==> src/rtl/sa_pkg.sv <==
package sa_pkg;

    // operand and accumulator widths shared by every piece of the grid
    localparam int unsigned OPW  = 8;
    localparam int unsigned ACCW = 32;
    localparam int unsigned PRODW = 2 * OPW;

    typedef logic signed [OPW-1:0]   operand_t;
    typedef logic signed [PRODW-1:0] prod_t;
    typedef logic signed [ACCW-1:0]  acc_t;

    // one step of a column: running sum plus signed product, sign extended
    function automatic acc_t mac_step(acc_t sum_in, operand_t act, operand_t wgt);
        prod_t p;
        p = act * wgt;
        return sum_in + acc_t'(p);
    endfunction

endpackage

==> src/rtl/sa_delay.sv <==
module sa_delay #(
    parameter int unsigned WIDTH = 8,
    parameter int unsigned DEPTH = 1
) (
    input  logic             clk,
    input  logic             rst,
    input  logic [WIDTH-1:0] d,
    output logic [WIDTH-1:0] q
);

    logic [WIDTH-1:0] stage [DEPTH];

    always_ff @(posedge clk) begin
        if (rst) begin
            for (int i = 0; i < DEPTH; i++) stage[i] <= '0;
        end else begin
            stage[0] <= d;
            for (int i = 1; i < DEPTH; i++) stage[i] <= stage[i-1];
        end
    end

    assign q = stage[DEPTH-1];

endmodule

==> src/rtl/sa_cell.sv <==
module sa_cell
    import sa_pkg::*;
(
    input  logic     clk,
    input  logic     rst,
    input  logic     w_en,
    input  operand_t w_in,
    output operand_t w_q,
    input  operand_t act_in,
    input  acc_t     psum_in,
    output operand_t act_out,
    output acc_t     psum_out
);

    always_ff @(posedge clk) begin
        if (rst) begin
            w_q      <= '0;
            act_out  <= '0;
            psum_out <= '0;
        end else begin
            if (w_en) w_q <= w_in;
            act_out  <= act_in;
            psum_out <= mac_step(psum_in, act_in, w_q);
        end
    end

    // a zero activation adds nothing to the sum passing down the column
    a_r1_zero_act_passes_sum: assert property (@(posedge clk) disable iff (rst)
        (act_in == '0) |=> (psum_out == $past(psum_in)));

endmodule

==> src/rtl/sa_matmul.sv <==
module sa_matmul
    import sa_pkg::*;
#(
    parameter int unsigned N = 4
) (
    input  logic            clk,
    input  logic            rst,
    input  logic            w_load,
    input  logic [N*OPW-1:0] w_row,
    input  logic            in_valid,
    input  logic [N*OPW-1:0] in_act,
    output logic            out_valid,
    output logic [N*ACCW-1:0] out_res
);

    localparam int unsigned LAT  = 2 * N - 1;
    localparam int unsigned CNTW = $clog2(LAT + 1) + 1;

    logic [LAT-1:0] vpipe;
    logic           busy;
    logic           w_shift;

    operand_t w_grid [N][N];
    operand_t a_grid [N][N+1];
    acc_t     p_grid [N+1][N];
    logic [N*N*OPW-1:0] w_all;
    logic     unused_tail;

    // a load is taken only when nothing is entering or travelling in the grid
    assign busy    = in_valid | (|vpipe);
    assign w_shift = w_load & ~busy;

    always_ff @(posedge clk) begin
        if (rst) vpipe <= '0;
        else     vpipe <= {vpipe[LAT-2:0], in_valid};
    end
    assign out_valid = vpipe[LAT-1];

    genvar k, j;
    generate
        // left edge: gate idle cycles to zero, delay row k by k cycles
        for (k = 0; k < N; k++) begin : g_skew
            operand_t edge_act;
            assign edge_act = in_valid ? operand_t'(in_act[k*OPW +: OPW]) : '0;
            if (k == 0) begin : g_direct
                assign a_grid[k][0] = edge_act;
            end else begin : g_delayed
                sa_delay #(.WIDTH(OPW), .DEPTH(k)) u_skew (
                    .clk(clk), .rst(rst), .d(edge_act), .q(a_grid[k][0])
                );
            end
        end

        for (j = 0; j < N; j++) begin : g_top_zero
            assign p_grid[0][j] = '0;
        end

        for (k = 0; k < N; k++) begin : g_row
            for (j = 0; j < N; j++) begin : g_col
                operand_t w_src;
                if (k == 0) begin : g_w_port
                    assign w_src = operand_t'(w_row[j*OPW +: OPW]);
                end else begin : g_w_above
                    assign w_src = w_grid[k-1][j];
                end
                sa_cell u_cell (
                    .clk(clk), .rst(rst),
                    .w_en(w_shift), .w_in(w_src), .w_q(w_grid[k][j]),
                    .act_in(a_grid[k][j]), .psum_in(p_grid[k][j]),
                    .act_out(a_grid[k][j+1]), .psum_out(p_grid[k+1][j])
                );
                assign w_all[(k*N+j)*OPW +: OPW] = w_grid[k][j];
            end
        end

        // bottom edge: column j waits N-1-j cycles so all columns line up
        for (j = 0; j < N; j++) begin : g_deskew
            if (j == N - 1) begin : g_direct
                assign out_res[j*ACCW +: ACCW] = p_grid[N][j];
            end else begin : g_delayed
                sa_delay #(.WIDTH(ACCW), .DEPTH(N-1-j)) u_align (
                    .clk(clk), .rst(rst), .d(p_grid[N][j]),
                    .q(out_res[j*ACCW +: ACCW])
                );
            end
        end
    endgenerate

    // activations leaving the right edge go nowhere
    always_comb begin
        unused_tail = 1'b0;
        for (int r = 0; r < N; r++) unused_tail = unused_tail ^ (^a_grid[r][N]);
    end

    // checker state: vectors accepted but not yet delivered
    logic [CNTW-1:0] inflight;
    always_ff @(posedge clk) begin
        if (rst) inflight <= '0;
        else     inflight <= inflight + CNTW'(in_valid) - CNTW'(out_valid);
    end

    // every valid output belongs to an accepted vector
    a_r6_no_orphan_valid: assert property (@(posedge clk) disable iff (rst)
        out_valid |-> (inflight != '0));

    // the grid never holds more vectors than its pipeline depth
    a_r5_inflight_bound: assert property (@(posedge clk) disable iff (rst)
        inflight <= CNTW'(LAT));

    // weights do not move while a vector is entering or in flight
    a_r7_weights_frozen: assert property (@(posedge clk) disable iff (rst)
        (in_valid || (vpipe != '0)) |=> $stable(w_all));

    // an idle-time load lands in row 0
    a_r2_row0_takes_input: assert property (@(posedge clk) disable iff (rst)
        (w_load && !in_valid && (vpipe == '0)) |=> (w_all[N*OPW-1:0] == $past(w_row)));

    // reset leaves no valid result behind
    a_r8_reset_quiet: assert property (@(posedge clk)
        rst |=> !out_valid);

endmodule

==> config.mk <==
export PLATFORM = sky130hd
export DESIGN_NAME = sa_matmul
export DESIGN_NICKNAME = d
export VERILOG_FILES = /design/src/rtl/sa_pkg.sv /design/src/rtl/sa_delay.sv /design/src/rtl/sa_cell.sv /design/src/rtl/sa_matmul.sv
export SDC_FILE = /design/constraint.sdc
export NUM_CORES = 2
export LEC_CHECK = 0
export BUFFER_PORTS_ARGS = -buffer_cell sky130_fd_sc_hd__buf_2
export CAP_MARGIN = 40
export CORE_ASPECT_RATIO = 1.5
export CORE_MARGIN = 2
export CORE_UTILIZATION = 50
export DETAILED_ROUTE_END_ITERATION = 10
export PLACE_DENSITY = 0.78
export SYNTH_ARGS = -nofsm -noshare
export SYNTH_HDL_FRONTEND = slang
export SYNTH_SLANG_ARGS = --single-unit
==> constraint.sdc <==
create_clock -name clk -period 10.2 [get_ports clk]
set_clock_uncertainty 0.15 [all_clocks]
set_input_delay 3.06 -clock clk [delete_from_list [all_inputs] [get_ports clk]]
set_output_delay 3.06 -clock clk [all_outputs]
set_load 0.05 [all_outputs]
==> impl_metrics.py <==
metrics = {
    "status": {
        "outcome": "finished clean",
    },
    "route": {
        "via_per_inst": 5.02,
        "finalWirelength_um": 159000,
        "num_vias": 52100,
        "drtIter0Drc": 2078,
        "antenna_left": 0,
        "wl_per_cell_um": 15.4,
        "drc": 0,
        "drt_first_pass_iters": 5,
    },
    "yosys": {
        "syn_inst": 8210,
        "synth_top_cell_by_area": "fa_1",
        "syn_area_um2": 81000,
        "synthTopCellsByArea": "fa_1 (35%), dfxtp_1 (21%), ha_1 (11%)",
        "synth_edf_count": 0,
        "synth_warnings": 0,
        "synthesis.nets": 10400,
        "yosys.area.top_type_share": 0.347,
        "synth-seq-cells": 859,
        "async_flop_share": 0,
        "synth.distinct_cells": 77,
        "synth_flop_cell": "dfxtp_1",
        "yosysSeqAreaShare": 0.212,
        "avgSynthCellArea_um2": 9.87,
    },
    "clock_network": {
        "cts-resized-gates": 0,
        "cts_tree": "yes",
        "htree_num_levels": 3,
        "cts_setup_buffers": 0,
        "cts_buffers": 87,
        "clock-sinks": 859,
        "cts_root_buf": "clkbuf_16",
        "cts_buffer_depth": 3,
        "clk_pin_slew_worst_paths_ps": 70,
        "insertion_delay_ps": 760,
        "hold_buffers": 0,
    },
    "sta": {
        "tightestPinTransition_ps": 964,
        "rsz0062_at_grt": "false",
        "slew_viol_final": 0,
        "finalCritPeriodShare": 0.743,
        "setup-violations-final": 0,
        "timing.fmax_mhz": 132,
        "min_period_ps": 7570,
        "timing.setup.tns_ps": 0,
        "max_slew_margin": 0.358,
        "finalHoldViolations": 0,
    },
    "worst_setup_path": {
        "cp_max_fo": 65,
        "r2r_setup_slack_ps": 3630,
        "critPathCaptureType": "flip-flop",
        "cp_data_arrival_time_ps": 8050,
        "r2r-start": "g_row[3].g_col[1].u_cell.act_out[7]$_SDFF_PP0_",
        "cp.required_ps": 10670,
        "critPathKind": "in -> reg",
        "rr_worst_depth": 19,
        "cp-start-kind": "input pin",
        "regToRegEndpoint": "g_row[3].g_col[2].u_cell.psum_out[29]$_SDFF_PP0_",
    },
    "cells_and_area": {
        "nFillCells": 13900,
        "final_layout_size_suffix_gt1_frac": 0.0503,
        "layout_commonest_cell": "inv_1",
        "syn_to_final_growth_pct": 6.83,
        "fin_cells": 10400,
        "fin_util": 0.536,
        "final_cell_area_um2": 86600,
        "mostFrequentLayoutCells": "inv_1 (1525), fa_1 (1404), dfxtp_1 (859)",
        "fin_nets": 10400,
    },
    "floorplan": {
        "chipHeight_um": 497,
        "core_area_um2": 161000,
        "start_util": 0.502,
        "rows": 181,
        "ios": 197,
        "die_area_um2": 165000,
        "die_w_um": 333,
    },
    "worst_hold_path": {
        "holdCritStartpoint": "g_deskew[0].g_delayed.u_align.stage[0][32]$_SDFF_PP0_",
        "hold_path.class": "reg -> reg",
        "holdPathEnd": "g_deskew[0].g_delayed.u_align.stage[0][64]$_SDFF_PP0_",
        "whs_path_depth": 1,
    },
    "flow_run": {
        "cap_violations": 0,
    },
    "placement": {
        "io_buffers": 196,
        "dp_cells": 10200,
        "place_area_um2": 83500,
        "gp_congestion": 0.877,
        "dp_hpwl_um": 130000,
    },
    "global_routing": {
        "top_usage_layer": "met2",
        "grt_use_met2": 0.354,
        "use_met3": 0.0220,
        "grt_use_met1": 0.241,
        "track_usage": 0.198,
        "grt_pass1_vias": 56800,
        "grt_pass1_wl_um": 272000,
        "antenna_found_initial": 3,
        "grt_max_degree": 180,
        "gr-total-overflow": 0,
    },
    "power_and_ir_drop": {
        "ir_drop_mv": 0.141,
        "p_per_area_nw_per_um2": 85.9,
        "leakagePower_uw": 0.0447,
    },
}
synth_stat cells, types with 7 or more instances:
master,n
and3_1,72
and2_1,531
a21boi_0,13
dfxtp_1,859
nand2_1,690
buf_1,8
a31oi_1,28
buf_4,66
xnor2_1,199
mux2_2,15
nor3_1,66
nor2b_1,485
nor2_1,348
o21ai_0,103
fa_1,1404
a311oi_1,13
ha_1,740
nand3_1,51
nand4_1,16
o21bai_1,21
a21oi_1,272
a211oi_1,26
o41ai_1,13
a21o_1,117
o21a_1,21
inv_1,1525
or3_1,8
nand2b_1,68
or2_2,7
clkbuf_1,235
xor2_1,89
final cells by class:
cell class | count | area [um^2] | share of cell area
Clock inverter | 48 | 698 | 0.00806
Inverter | 1525 | 5720 | 0.0661
Multi-Input combinational cell | 5514 | 56700 | 0.655
Antenna cell | 1 | 2.50 | 0.0000289
Timing Repair Buffer | 219 | 1250 | 0.0145
Sequential cell | 859 | 17200 | 0.199
Clock buffer | 110 | 2370 | 0.0274
Tap cell | 2104 | 2630 | 0.0304
worst max path at each step:
stage,start,to,slack (ps),cells after the start
2_1_floorplan,in_valid,g_row[0].g_col[0].u_cell.psum_out[14]$_SDFF_PP0_,2490,18
4_1_cts,in_valid,g_row[0].g_col[0].u_cell.psum_out[14]$_SDFF_PP0_,2710,18
3_3_place_gp,in_valid,g_row[0].g_col[0].u_cell.psum_out[14]$_SDFF_PP0_,1980,17
3_5_place_dp,in_valid,g_row[0].g_col[0].u_cell.psum_out[14]$_SDFF_PP0_,1930,18
6_report,in_valid,g_row[0].g_col[0].u_cell.psum_out[14]$_SDFF_PP0_,2630,17
5_1_grt,in_valid,g_row[0].g_col[0].u_cell.psum_out[14]$_SDFF_PP0_,2340,17
power breakdown:
group	leakage [uW]	internal, uW	switching, uW
clock	0.00150	1920	1490
sequential	0.00694	3410	69.9
combinational	0.0363	211	335
total	0.0447	5540	1900
per-layer routing:
metal | part of all wire | vias to the layer above
li1 | - | 24900
met1 | 0.42 | 25900
met2 | 0.50 | 971
met3 | 0.036 | 342
met4 | 0.041 | 2
met5 | 0.000082 | -
state kept, by name (all words and copies together) (netlist names):
signal                            flops
g_deskew.g_delayed.u_align.stage    192
g_row.g_col.u_cell.psum_out         388
g_row.g_col.u_cell.act_out           96
vpipe                                 7
g_skew.g_delayed.u_skew.stage        48
g_row.g_col.u_cell.w_q              128
cells by family (layout without fill, tap and decap cells):
logic type,count (synthesis),in the layout,synth area share
compound gates,700,700,0.0559
xor+xnor,288,288,0.0311
fa+ha+maj,2144,2144,0.461
buf+inv,1837,1902,0.0883
flops,859,859,0.212
mux,17,17,0.00235
other cells,0,1,0
simple gates,2365,2365,0.149
metrics by stage:
| step | hold slack (ps) | total power (uW) | setup slack, ps |
|---|---|---|---|
| 2_1_floorplan | 264 | 3940 | 2490 |
| 3_3_place_gp | 270 | 4080 | 1980 |
| 3_5_place_dp | 270 | 4110 | 1930 |
| 4_1_cts | 271 | 7540 | 2710 |
| 5_1_grt | 297 | 7740 | 2340 |
| 6_report | 269 | 7440 | 2630 |
critical path, cell delays in order:
cell and delay [ps]:
buf_2 720, nand3_1 220, fa_1 480, fa_1 470, fa_1 500, fa_1 490
inv_1 40, ha_1 290, nor2b_1 150, o21ai_0 210, a21boi_0 150, o21ai_0 190
nand2b_1 120, a21o_1 190, a21o_1 200, a31oi_1 190, mux2_2 350
Note: power is estimated with default switching activity, not from simulation.
